### src/rtl/ldq_pkg.sv
package ldq_pkg;
  localparam int unsigned LDQ_ENTRIES = 8;
  localparam int unsigned LDQ_ADDR_W  = 16;
  localparam int unsigned LDQ_AGE_W   = 6;

  // a younger than b under modular tag order of width w
  function automatic logic age_younger(input logic [31:0] a, input logic [31:0] b,
                                       input int unsigned w);
    logic [31:0] mask, diff;
    mask = (32'd1 << w) - 32'd1;
    diff = (a - b) & mask;
    return (diff != 32'd0) && (diff < (32'd1 << (w - 1)));
  endfunction
endpackage

### src/rtl/ldq_slot.sv
module ldq_slot #(
  parameter int unsigned ADDR_W = ldq_pkg::LDQ_ADDR_W,
  parameter int unsigned AGE_W  = ldq_pkg::LDQ_AGE_W
) (
  input  logic              clk_i,
  input  logic              rst_ni,
  input  logic              flush_i,
  input  logic              set_i,
  input  logic [ADDR_W-1:0] set_addr_i,
  input  logic [AGE_W-1:0]  set_age_i,
  input  logic              rel_i,
  input  logic [AGE_W-1:0]  rel_age_i,
  input  logic              chk_i,
  input  logic [ADDR_W-1:0] chk_addr_i,
  input  logic [AGE_W-1:0]  chk_age_i,
  output logic              valid_o,
  output logic [AGE_W-1:0]  age_o,
  output logic              hit_o
);
  logic              valid_q;
  logic [ADDR_W-1:0] addr_q;
  logic [AGE_W-1:0]  age_q;

  always_ff @(posedge clk_i or negedge rst_ni) begin
    if (!rst_ni) begin
      valid_q <= 1'b0;
      addr_q  <= '0;
      age_q   <= '0;
    end else if (flush_i) begin
      valid_q <= 1'b0;
    end else if (set_i) begin
      valid_q <= 1'b1;
      addr_q  <= set_addr_i;
      age_q   <= set_age_i;
    end else if (rel_i && valid_q && (age_q == rel_age_i)) begin
      valid_q <= 1'b0;
    end
  end

  assign valid_o = valid_q;
  assign age_o   = age_q;
  assign hit_o   = valid_q && chk_i && (addr_q == chk_addr_i) &&
                   ldq_pkg::age_younger(32'(age_q), 32'(chk_age_i), AGE_W);


  slot_fill_chk: assert property (@(posedge clk_i) disable iff (!rst_ni)
    set_i && !flush_i |=> valid_o && (age_o == $past(set_age_i)));
endmodule

### config.mk
export PLATFORM = sky130hd
export DESIGN_NAME = ldq_slot
export DESIGN_NICKNAME = d
export VERILOG_FILES = /design/src/rtl/ldq_pkg.sv /design/src/rtl/ldq_slot.sv
export SDC_FILE = /design/constraint.sdc
export NUM_CORES = 1
export LEC_CHECK = 0
export ABC_AREA = 1
export BUFFER_PORTS_ARGS = -buffer_cell sky130_fd_sc_hd__buf_2
export CELL_PAD_IN_SITES_DETAIL_PLACEMENT = 1
export CELL_PAD_IN_SITES_GLOBAL_PLACEMENT = 2
export CORE_MARGIN = 2
export CORE_UTILIZATION = 24
export DETAILED_ROUTE_END_ITERATION = 8
export PLACE_DENSITY_LB_ADDON = 0.1
export SLEW_MARGIN = 40
export SYNTH_ARGS = -nofsm -noshare
export SYNTH_HDL_FRONTEND = slang
export SYNTH_SLANG_ARGS = --single-unit
### constraint.sdc
create_clock -name clk_i -period 2.2 [get_ports clk_i]
set_clock_uncertainty 0.15 [all_clocks]
set_input_delay 0.22 -clock clk_i [delete_from_list [all_inputs] [get_ports clk_i]]
set_output_delay 0.22 -clock clk_i [all_outputs]
set_load 0.03 [all_outputs]
==> implementation parameters <==
Parameter                              Value

GRT
  Total global routing overflow    0
  Number of global-route vias before repair    1,582
  Aggregate global-route resource usage    0.127
  Maximum number of pins on one net before global-route repair    24
  Global-route wire length before repair    7140 µm
  Antenna violations before repair    0

Min path
  Hold Crit Class    input pin to flip-flop
  Sink of the worst hold path    addr_q[14]
  Depth of the worst hold-timing path    2
  Hold path start    set_addr_i[14]

CTS
  Skew-Pair Late Insertion Delay    260 ps
  Clock Path Buffers    2
  Root cell of the clock tree    sky130_fd_sc_hd__clkbuf_8
  Cts bufs inserted    3
  # clock sinks    23
  TritonCTS clock tree    done
  Clock transition at path regs    90 ps
  CTS H-tree lvls    1

Detailed routing
  Sum of routed wire segments on met1    2060 µm
  Detailed Route Iter0 Violations    72
  Via count normalized by instance count    4.12
  Top metal layer carrying routed signals    met4
  Routed length on met3    184 µm
  Final routed wirelength across all metal layers    4140 µm
  DRC Markers    0
  Vias    1,474
  WL met2    1870 µm
  Average wire length per cell after detail routing    11.6 µm
  Iteration count of the initial detailed-routing pass    4
  Detail Route Antenna Nets    0

Synthesis
  Proportion of synthesized chip area in sequential cells    0.380
  Synth Area per Inst    7.01 µm²
  Area share of the largest cell type after synthesis    0.380
  Synthesized netlist cell count    216
  Post-synthesis share of cell area spent on and, or, nand and nor gates    0.276
  Netlist Area Pre-Place    0.00152 mm²
  Netlist cell types    22
  Post-synthesis share of cell area spent on xor and xnor gates    0.0347
  Portion of netlist area occupied by mux cells    0.0520
  Top area cells in the synthesized netlist    sky130_fd_sc_hd__dfrtp_1 (38%), sky130_fd_sc_hd__nand2_1 (16%), sky130_fd_sc_hd__inv_1 (10%)
  Cell accounting for the most synthesized area    sky130_fd_sc_hd__dfrtp_1
  Most instantiated cells after synthesis    sky130_fd_sc_hd__nand2_1 (65), sky130_fd_sc_hd__inv_1 (42), sky130_fd_sc_hd__nor2_1 (29)
  Most instantiated library cell after synthesis    sky130_fd_sc_hd__nand2_1
  Area share of fa/ha/maj cells after synthesis    0.0545
  Post-synth ARST share    1.00
  Total nets after synthesis    278
  Synthesis-stage register bit count    23
  Area fraction in compound gates after synthesis    0.0801
  Combinational family with the most area after synthesis    simple AND/OR/NAND/NOR gates
  Number of synthesis warnings    0
  Commonest register cell after synthesis    sky130_fd_sc_hd__dfrtp_1
  Post-synth EDFFs    0

Die
  Horizontal extent of the die    83.5 µm
  Top-level port count    64
  Core region area    0.00603 mm²
  Row cnt    28
  Overall die area    0.00696 mm²
  Starting utilization of the core area    0.251
  Die height    83.5 µm

Power and ir drop
  Power per standard cell area    598 mW/mm²
  Comb pwr share    0.340
  Overall power    0.00120 W
  Switching Fraction    0.354
  IR drop worst, VDD    0.000198 V
  Part of the total power dissipated in sequential elements    0.430
  Leak    1.16 nW
  Fraction of power consumed by the clock network    0.229
  Net switching power figure    0.000425 W
  Internal power component    0.000776 W

Timing
  Final count of hold timing violations    0
  Final Max Slew Viols    0
  Final critical-path share of the clock period    1.04
  Worst-case headroom to the max-slew limit    0.595
  Worst slack on hold paths    31.4 ps
  Setup repair after global routing missed its margin    true
  Maximum achievable frequency    437 MHz
  Time the worst path needs with I/O delays and setup    2290 ps
  Final critical-path setup slack    -90.2 ps
  Transition time at the pin with the least slew margin    606 ps
  Final setup fails    1

Critical path
  Family with the most delay on the worst path    adder cells
  Register-to-register path setup slack    900 ps
  Data required time of the worst path    1830 ps
  Worst Setup Path Type    flip-flop to output port
  Arrival time at the worst endpoint    1920 ps
  Endpoint type of the worst setup path    output port
  Reg2reg end    valid_o
  Critical Path Slowest Stage Cell    sky130_fd_sc_hd__fa_1
  Count of cells along the worst register-to-register path    8
  Launch instance of the worst register-to-register path    age_o[0]
  Critical path, cell by cell    inv_4 -> ha_4 -> fa_1 -> nand2_1 -> a21oi_2 -> nand3_1 -> nor2_2 -> nor3_4 -> buf_6
  Biggest cell delay along the critical path    470 ps
  Startpoint type of the worst setup path    flip-flop
  WP buf/inv    2
  Largest fanout on the critical path    2

Layout
  Count of antenna diodes in the layout    0
  Combined area of the multi-input logic cells    778 µm²
  Area growth from synthesis to layout    32.6%
  Final core utilization    0.333
  Fraction of final layout cells sized beyond drive strength 1    0.293
  Register area    577 µm²
  Layout fillers    776
  Post-layout nets    346

Place
  IO buf count    63
  Routability congestion estimate    0.766
  Post-DP HPWL    3400 µm

Outcome
  Failing checks    negative setup slack
  Outcome    complete, but fails checks

Run
  Number of max-cap violations    0
-- stage by stage --
step / TNS, ps / std cells / setup slack, ps / instance area (µm²)
floorplan: 0 / 216 / 39.9 / 1520
global placement: 0 / 352 / 39.6 / 1920
detailed placement: 0 / 352 / 29.8 / 1920
CTS: -133 / 358 / -133 / 2010
global route: -213 / 358 / -213 / 2010
finish: -90.2 / 358 / -90.2 / 2010
-- what timing repair did --
action,4_1_cts,5_1_grt
resized for setup,7,1
setup endpoints to repair,1,1
gates cloned,0,0
endpoints found under the hold margin,23,0
setup buffers,1,0
pin swaps,5,2
hold buffers,1,0
-- cell type report --
class                           count  area share
Inverter                           42      0.0797
Clock inverter                      1     0.00249
Tap cell                           75      0.0467
Sequential cell                    23       0.287
Multi-Input combinational cell    147       0.387
Clock buffer                        3      0.0205
Timing Repair Buffer               67       0.176
-- kinds of logic after synthesis --
| kind of cell | count (synthesis) |
|---|---|
| fa+ha+maj | 6 |
| flops | 23 |
| simple gates | 105 |
| compound gates | 23 |
| buf+inv | 46 |
| xor+xnor | 6 |
| mux | 7 |
-- how the worst max path moves through the flow --
stage / start / to / slack (ps) / depth (start not counted)
4_1_cts: age_o[0] / hit_o / -130 / 9
2_1_floorplan: age_o[0] / hit_o / 40 / 10
3_5_place_dp: age_o[0] / hit_o / 30 / 9
3_3_place_gp: age_o[0] / hit_o / 40 / 9
5_1_grt: age_o[0] / hit_o / -210 / 10
6_report: age_o[0] / hit_o / -90 / 9
-- placed cells by master (no fill, tap or decap) --
cell	n
sky130_fd_sc_hd__buf_2	62
sky130_fd_sc_hd__a211oi_1	1
sky130_fd_sc_hd__xor2_1	3
sky130_fd_sc_hd__nor2_2	1
sky130_fd_sc_hd__nor3_1	1
sky130_fd_sc_hd__dfrtp_2	1
sky130_fd_sc_hd__nand2_1	65
sky130_fd_sc_hd__ha_1	4
sky130_fd_sc_hd__nand3_1	6
sky130_fd_sc_hd__dfrtp_1	22
sky130_fd_sc_hd__mux2_2	7
sky130_fd_sc_hd__xnor2_1	3
sky130_fd_sc_hd__buf_6	1
sky130_fd_sc_hd__a21oi_1	17
sky130_fd_sc_hd__nor2_1	28
sky130_fd_sc_hd__dlygate4sd3_1	1
sky130_fd_sc_hd__ha_4	1
sky130_fd_sc_hd__o22ai_1	1
sky130_fd_sc_hd__nand4_1	2
sky130_fd_sc_hd__fa_1	1
sky130_fd_sc_hd__inv_1	41
sky130_fd_sc_hd__clkbuf_8	3
sky130_fd_sc_hd__a21oi_2	1
sky130_fd_sc_hd__nor3_4	1
sky130_fd_sc_hd__o21ai_0	2
sky130_fd_sc_hd__nand3b_1	1
sky130_fd_sc_hd__o211ai_1	1
sky130_fd_sc_hd__inv_4	1
sky130_fd_sc_hd__buf_4	3
sky130_fd_sc_hd__clkinv_2	1
-- power by group through the flow --
| stage | sequential [W] | clock [W] | combinational (W) |
|---|---|---|---|
| 2_1_floorplan | 0.000551 | 0 | 0.000234 |
| 5_1_grt | 0.000527 | 0.000315 | 0.000474 |
| 3_5_place_dp | 0.000525 | 0 | 0.000402 |
| 3_3_place_gp | 0.000523 | 0 | 0.000401 |
| 4_1_cts | 0.000518 | 0.000297 | 0.000414 |
| 6_report | 0.000517 | 0.000276 | 0.000408 |
-- state kept, by name, indices dropped and copies added (netlist names) --
name,cells
valid_o,1
addr_q,16
age_o,6
-- worst reg2reg max path, stage by stage (launching register included) --
cell                      delay [ps]
sky130_fd_sc_hd__dfrtp_2         390
sky130_fd_sc_hd__inv_4            40
sky130_fd_sc_hd__buf_4           130
sky130_fd_sc_hd__nand2_1          60
sky130_fd_sc_hd__nand2_1          50
sky130_fd_sc_hd__nor3_1          190
sky130_fd_sc_hd__nand3_1         100
sky130_fd_sc_hd__nand2_1          60
sky130_fd_sc_hd__nand2_1          40
-- per-layer routing --
layer / GRT usage / vias up
li1: - / 790
met1: 0.175 / 644
met2: 0.208 / 38
met3: 0.0208 / 2
met4: 0.0308 / 0
met5: 0 / -
Note: power is estimated with default switching activity, not from simulation.
